==> src/rtl/cfg_pkg.sv <==
// Package: shared operation-class encoding and flag bit positions.
// Assumes a three-bit op code; codes 5..7 are unused.
package cfg_pkg;
    typedef enum logic [2:0] {
        OPC_ADD  = 3'd0,
        OPC_SUB  = 3'd1,
        OPC_CMP  = 3'd2,
        OPC_MOV  = 3'd3,
        OPC_WIDE = 3'd4
    } opc_t;

    localparam int FLAG_C = 0;
    localparam int FLAG_Z = 1;
    localparam int FLAG_N = 2;
    localparam int FLAG_V = 3;
    localparam int FLAG_W = 4;
endpackage

==> src/rtl/cfg_carry_ovf.sv <==
// Module: carry, borrow and signed overflow from operand and result sign bits.
// Assumes res = opa + opb (add view) or res = opa - opb (subtract view).
module cfg_carry_ovf #(
    parameter int W = 32
) (
    input  logic [W-1:0] opa,
    input  logic [W-1:0] opb,
    input  logic [W-1:0] res,
    output logic         add_c,
    output logic         add_v,
    output logic         sub_b,
    output logic         sub_v
);
    localparam int MSB = W - 1;

    logic am, bm, rm;

    // Derive top-bit carries from sign bits: carry-in to MSB equals a^b^r.
    always_comb begin
        am    = opa[MSB];
        bm    = opb[MSB];
        rm    = res[MSB];
        add_c = (am & bm) | ((am | bm) & ~rm);
        sub_b = (~am & bm) | ((~am | bm) & rm);
        add_v = (am == bm) & (rm != am);
        sub_v = (am != bm) & (rm != am);
    end
endmodule

==> src/rtl/cfg_nan_detect.sv <==
// Module: NaN test on a packed float word with EXP_W exponent bits under the sign.
// Assumes W >= EXP_W + 2 so the mantissa has at least one bit.
module cfg_nan_detect #(
    parameter int W     = 32,
    parameter int EXP_W = 8
) (
    input  logic [W-1:0] val,
    output logic         is_nan
);
    localparam int MAN_W = W - 1 - EXP_W;
    localparam int EXP_LO = MAN_W;

    logic [EXP_W-1:0] expf;
    logic [MAN_W-1:0] manf;

    // Split fields and flag all-ones exponent with nonzero mantissa.
    always_comb begin
        expf   = val[EXP_LO +: EXP_W];
        manf   = val[MAN_W-1:0];
        is_nan = (&expf) & (|manf);
    end
endmodule

==> src/rtl/cfg_flag_mux.sv <==
// Module: selects C, Z, N, V per operation class from precomputed terms.
// Assumes terms from cfg_carry_ovf and cfg_nan_detect for the same inputs.
module cfg_flag_mux
    import cfg_pkg::*;
#(
    parameter int W = 32
) (
    input  logic [2:0]        op,
    input  logic [W-1:0]      res_lo,
    input  logic [W-1:0]      res_hi,
    input  logic              add_c,
    input  logic              add_v,
    input  logic              sub_b,
    input  logic              sub_v,
    input  logic              is_nan,
    output logic [FLAG_W-1:0] flags
);
    localparam int MSB = W - 1;

    logic lo_zero, hi_zero;

    // Zero detection per result word.
    always_comb begin
        lo_zero = (res_lo == '0);
        hi_zero = (res_hi == '0);
    end

    // Class-dependent flag selection.
    always_comb begin
        flags = '0;
        case (opc_t'(op))
            OPC_ADD: begin
                flags[FLAG_C] = add_c;
                flags[FLAG_V] = add_v;
                flags[FLAG_N] = res_lo[MSB];
                flags[FLAG_Z] = lo_zero;
            end
            OPC_SUB: begin
                flags[FLAG_C] = sub_b;
                flags[FLAG_V] = sub_v;
                flags[FLAG_N] = res_lo[MSB];
                flags[FLAG_Z] = lo_zero;
            end
            OPC_CMP: begin
                flags[FLAG_C] = sub_b;
                flags[FLAG_V] = sub_v;
                flags[FLAG_N] = res_lo[MSB] ^ sub_v;
                flags[FLAG_Z] = lo_zero;
            end
            OPC_MOV: begin
                flags[FLAG_V] = is_nan;
                flags[FLAG_N] = res_lo[MSB];
                flags[FLAG_Z] = lo_zero;
            end
            OPC_WIDE: begin
                flags[FLAG_N] = res_hi[MSB];
                flags[FLAG_Z] = lo_zero & hi_zero;
            end
            default: flags = '0;
        endcase
    end
endmodule

==> src/rtl/cond_flag_gen.sv <==
// Module: top; computes condition flags and registers them once per clock.
// Assumes the result inputs match the operands for the chosen class.
module cond_flag_gen
    import cfg_pkg::*;
#(
    parameter int DATA_W = 32,
    parameter int EXP_W  = 8
) (
    input  logic              clk,
    input  logic              rst_n,
    input  logic [2:0]        op_i,
    input  logic [DATA_W-1:0] opa_i,
    input  logic [DATA_W-1:0] opb_i,
    input  logic [DATA_W-1:0] res_lo_i,
    input  logic [DATA_W-1:0] res_hi_i,
    output logic [3:0]        flags_o
);
    logic              add_c, add_v, sub_b, sub_v, is_nan;
    logic [FLAG_W-1:0] flags_d;

    cfg_carry_ovf #(.W(DATA_W)) u_cov (
        .opa(opa_i), .opb(opb_i), .res(res_lo_i),
        .add_c(add_c), .add_v(add_v), .sub_b(sub_b), .sub_v(sub_v)
    );

    cfg_nan_detect #(.W(DATA_W), .EXP_W(EXP_W)) u_nan (
        .val(res_lo_i), .is_nan(is_nan)
    );

    cfg_flag_mux #(.W(DATA_W)) u_mux (
        .op(op_i), .res_lo(res_lo_i), .res_hi(res_hi_i),
        .add_c(add_c), .add_v(add_v), .sub_b(sub_b), .sub_v(sub_v),
        .is_nan(is_nan), .flags(flags_d)
    );

    // Output register with synchronous active-low clear.
    always_ff @(posedge clk) begin
        if (!rst_n) flags_o <= '0;
        else        flags_o <= flags_d;
    end

    // Checking support: one-cycle-after-active marker and reference terms.
    logic            live_q;
    logic [DATA_W:0] sum_chk;
    logic            slt_chk, ult_chk;

    // Track whether the last edge captured real inputs.
    always_ff @(posedge clk) begin
        live_q <= rst_n;
    end

    // Reference arithmetic computed from the ports.
    always_comb begin
        sum_chk = {1'b0, opa_i} + {1'b0, opb_i};
        slt_chk = $signed(opa_i) < $signed(opb_i);
        ult_chk = opa_i < opb_i;
    end

    a_r11_reset_clear: assert property (@(posedge clk)
        !$past(rst_n) |-> flags_o == 4'b0);

    a_r1_add_carry: assert property (@(posedge clk) disable iff (!rst_n)
        (live_q && $past(op_i) == 3'd0) |-> flags_o[0] == $past(sum_chk[DATA_W]));

    a_r2_borrow: assert property (@(posedge clk) disable iff (!rst_n)
        (live_q && ($past(op_i) == 3'd1 || $past(op_i) == 3'd2))
        |-> flags_o[0] == $past(ult_chk));

    a_r5_cmp_sign: assert property (@(posedge clk) disable iff (!rst_n)
        (live_q && $past(op_i) == 3'd2) |-> flags_o[2] == $past(slt_chk));

    a_r3_zero: assert property (@(posedge clk) disable iff (!rst_n)
        (live_q && $past(op_i) < 3'd4 && $past(res_lo_i) == '0) |-> flags_o[1]);

    a_r9_move_carry: assert property (@(posedge clk) disable iff (!rst_n)
        (live_q && $past(op_i) == 3'd3) |-> !flags_o[0]);

    a_r10_unused: assert property (@(posedge clk) disable iff (!rst_n)
        (live_q && $past(op_i) > 3'd4) |-> flags_o == 4'b0);
endmodule

==> config.mk <==
export PLATFORM = sky130hd
export DESIGN_NAME = cond_flag_gen
export DESIGN_NICKNAME = d
export VERILOG_FILES = /design/src/rtl/cfg_pkg.sv /design/src/rtl/cfg_carry_ovf.sv /design/src/rtl/cfg_nan_detect.sv /design/src/rtl/cfg_flag_mux.sv /design/src/rtl/cond_flag_gen.sv
export SDC_FILE = /design/constraint.sdc
export NUM_CORES = 1
export LEC_CHECK = 0
export CAP_MARGIN = 10
export CORE_MARGIN = 2
export CORE_UTILIZATION = 16
export DETAILED_ROUTE_END_ITERATION = 10
export PLACE_DENSITY = 0.85
export RECOVER_POWER = 25
export SYNTH_ARGS = -nofsm -noshare
export SYNTH_HDL_FRONTEND = slang
export SYNTH_HIERARCHICAL = 1
export SYNTH_SLANG_ARGS = --single-unit
==> constraint.sdc <==
create_clock -name clk -period 1.65 [get_ports clk]
set_input_delay 0.2475 -clock clk [delete_from_list [all_inputs] [get_ports clk]]
set_output_delay 0.2475 -clock clk [all_outputs]
set_load 0.02 [all_outputs]
# Yosys cells after proc, flatten, opt, wreduce, memory -nomap -nowiden
# Cells that the tools add are included.
# totals
inputBits	133
regBits	4
elab_cells	33
output_inout_bits	4
# op_classes
eq_ne	7
n_reduce_logical	7
mux	3
bitwise	15
# op_table
operator	count
32-bit logical NOT	2
23-bit OR reduction	1
1-bit AND	8
8-bit AND reduction	1
3-bit by 2-bit equality test with 1-bit output (second input constant)	2
2-bit one-hot mux with 3 select lines	1
1-bit bitwise OR	4
3-bit by 1-bit equality test with 1-bit output (second input constant)	1
3-bit equality test (second input constant)	1
3-bit logical NOT	1
1-bit one-hot mux with 3 select lines	1
3-bit OR reduction	1
1-bit inequality test	2
1-bit NOT	2
1-bit one-hot mux with 2 select lines	1
2-bit OR reduction	1
1-bit equality test	1
1-bit XOR	1

# Depth between registers and ports, before layout
# logic_depth
depth_word	5
depth_mapped	9
depth_no_buf	9

# Hierarchy
# The synthesis kept the hierarchy.
# modules_own_cells
module	n_inst	cells_each	area_per_inst_um2
cfg_flag_mux	1	39	254.0
cond_flag_gen	1	8	105.1
cfg_carry_ovf	1	12	96.3
cfg_nan_detect	1	12	88.8

# Worst setup path before layout
# Ideal clock, no wire load.
# synth_path
path_type	input to register
from	in opa_i[31]
to	reg flags_o[2]
stages	8
t_required_ns	1.591
arrival_time_ns	1.239
path_slack_ns	0.352
cell_sequence	inv_1 > ha_1 > nor2b_1 > nand2b_1 > nor3b_1 > a21oi_1 > o22ai_1 > and2_1
# synth_between
elab_chain_cells	4
word_cells_on_any_way	5
classes_between	eq/ne: 2; mux: 1; bitwise: 2
# synth_lines
element	line	source
from (decl)	cond_flag_gen.sv:12	input logic [DATA_W-1:0] opa_i,
1-bit inequality test	cfg_carry_ovf.sv:26	sub_v = (am != bm) & (rm != am);
1-bit AND (*)	cfg_carry_ovf.sv:26	
via sub_v	cond_flag_gen.sv:18	logic add_c, add_v, sub_b, sub_v, is_nan;
1-bit XOR (*)	cfg_flag_mux.sv:47	flags[FLAG_N] = res_lo[MSB] ^ sub_v;
2-bit one-hot mux with 3 select lines (*)	cfg_flag_mux.sv:31	case (opc_t'(op))
via flags_d[2]	cond_flag_gen.sv:19	logic [FLAG_W-1:0] flags_d;
to (signal assigned)	cond_flag_gen.sv:39	else flags_o <= flags_d;
to (decl)	cond_flag_gen.sv:16	output logic [3:0] flags_o
# Mark *: on every way through the listed nets, which the timed path passes. The rest lies on a longest branch.
# A chain may end at the register's enable or synchronous reset.

# Worst setup path in the final report
# layout_path
from	in res_lo_i[31]
to	reg flags_o[3]
# layout_between
elab_chain_cells	3
word_cells_on_any_way	4
classes_between	eq/ne: 1; mux: 1; bitwise: 2
# layout_lines
element	line	source
from (decl)	cond_flag_gen.sv:14	input logic [DATA_W-1:0] res_lo_i,
1-bit inequality test	cfg_carry_ovf.sv:25	add_v = (am == bm) & (rm != am);
1-bit AND	cfg_carry_ovf.sv:25	
via add_v	cond_flag_gen.sv:18	
1-bit one-hot mux with 3 select lines	cfg_flag_mux.sv:31	
via flags_d[3]	cond_flag_gen.sv:19	
# The timed path passes the listed nets, and every way through them passes these cells.

==> results.md <==
- RD Place Congestion: between 0.6 and 0.7
- Count of max-cap constraint violations: 0
- Sequential element share of the synthesized area: 0.147
- Max IR drop VDD: ~0.12 mV
- Max reg flops: 4
- CTS root buf: clkbuf_4
- Pre-CTS setup slack: -299 ps
- Final setup vio count: 0
- Die footprint: between 3000 and 4000 um^2
- DRC: 0
- DR vias/cell: ~4.5
- RSZ-0062 raised after global routing: false
- Clock transition at the registers of the reported paths: around 40 ps
- Number of synthesized flops with an enable pin: 0
- Synth top area share: 0.184
- Most flops, register: flags_o
- Critical Path RT: 1770 ps
- Antenna Cells: 0
- First-pass GRT wire length: around 3800 um
- Synth warn: 6
- Hold Path Class: in -> reg
- Max FO, Critical Path: 4
- TritonCTS clock tree: yes
- Cell area after synthesis: around 540 um^2
- Count of nets after finishing: 294
- Setup Crit Path Kind: in -> reg
- P per Cell Area: between 300 and 400 nW/um^2
- Pin count of the biggest net entering global routing: 7
- Initial core utilization: 0.164
- Synth area leader: nor4_1
- Ranking of synthesized cells by area: nor4_1, dfxtp_1, nor4_2
- Clock sink total: 4
- Clk buf depth: 2
- Via count: between 900 and 1000
- Number of global-route vias before repair: approximately 950
- Final hold slack: approximately 650 ps
- Antenna violations before repair: 0
- Fin area: ~1500 um^2
- Leak: approximately 0.00052 uW
- Wire length per cell: 11.3 um
- Synth cell types: 26
- Dpl hpwl: around 2100 um
- Core area: 3310 um^2
- Slew headroom: 0.793
- Synthesis-stage register bit count: 4
- GRT Util Overall: 0.120
- IO Port Bufs: 74
- Worst setup EP type: flop
- Die Wd: 62.3 um
- Cell count after synthesis: a little over 70
- Count leader, synth: nor4_1
- Die Height: roughly 62 um
- # rows: 21
- Status: finished, final reports clean
- Post-DRT Antenna Nets: 0
- Asr flop ratio synth: 0
- Layout cells sized above 1: 0.148
- PnR worst setup slack: approximately 140 ps
- Crit path DAT: 1630 ps
- Final Max Slew Viols: 0
- Final min period: around 1500 ps
- H-tree Lvls: 1
- Tightest Pin Transition: 307 ps
- Post-Syn Nets: around 210
- Setup crit start kind: primary input
- CTS buffer count: 3
- Tcrit/Tclk final: 0.914
- Primary FF master, synth: dfxtp_1
- Regs by FF count: flags_o: 4 flops
- WL final: 2270 um
- Final global-route overflow total: 0
- Hold Violations, Final: 0
- Layout area overhead: 168%
- Initial DRC Count: 10
- Hold buffer count at cts: 0
- Highest Clock Rate: 663 MHz
- Final core occ: 0.441
- I/O pin count: ~140
- Synth top cells by count: nor4_1, nand4_1, nor2_1, nor4_2
- Syn Area/Cell: 7.67 um^2
- First-pass DRT Iterations: 4
- Dpl cell area: between 1000 and 1500 um^2
[kinds of logic after synthesis]
group	count (synthesis)	share of synthesized area
adders and majority gates	4	0.0920
DFF	4	0.147
xor gates and xnor gates	1	0.0161
AOI/OAI and AO/OA	10	0.133
and+or+nand+nor	47	0.566
buffers and inverters	4	0.0276
muxes	1	0.0184
[worst max-delay path, cell delays in order]
cell and delay [ps]:
clkdlybuf4s50_1 510, xnor2_2 260, nor2_1 50, nor2b_1 130, a211oi_1 210, a311oi_1 60
and2_1 160
[what timing repair did]
action	CTS	global route
pin swaps	0	1
setup buffers	0	0
gates resized for setup	3	6
cloned	0	0
endpoints found under the setup margin	1	3
[routing by layer]
metal	vias to the layer above	global-route usage	wire length, um
li1	459	-	-
met1	380	0.124	891
met2	68	0.215	1050
met3	4	0.0453	310
met4	0	0.0556	20
met5	-	0	0
[power by group]
| part | total, uW | switching, uW | internal (uW) | leakage [uW] |
|---|---|---|---|---|
| clock | 118 | 36.7 | 81.1 | 0.0000138 |
| sequential | 102 | 0.706 | 101 | 0.0000327 |
| combinational | 283 | 84.9 | 198 | 0.000478 |
| total | 503 | 122 | 380 | 0.000524 |
[layout by cell type (no fill, tap or decap), types with 2 or more instances in the layout]
cell type / n
nand2_1: 3
nor2b_1: 2
dlygate4sd3_1: 2
clkbuf_4: 3
nor4_1: 16
a31oi_1: 2
buf_4: 7
nand4_1: 6
nor2_1: 5
and2_1: 4
ha_1: 3
inv_1: 3
nor4_2: 5
clkdlybuf4s50_1: 70
dfxtp_1: 4
[cell type report]
cell class	instances	area [um^2]
clock buffer	3	22.5
fill	351	1850
inverter	4	15.0
multi-input combinational	63	489
sequential	4	80.1
tap	46	57.6
timing repair buffer	81	795
[final timing paths]
check / cells after the start / endpoint / start
worst max-delay path: 7 / flags_o[3] / res_lo_i[31]
worst min-delay path: 2 / flags_o[1] / rst_n
[metrics by stage]
step | TNS (ps) | power (uW) | cells
floorplan | 0 | 156 | 71
global placement | -753 | 373 | 198
detailed placement | -844 | 377 | 198
CTS | 0 | 502 | 201
global route | 0 | 545 | 201
finish | 0 | 503 | 201
(Power assumes the default switching activity.)
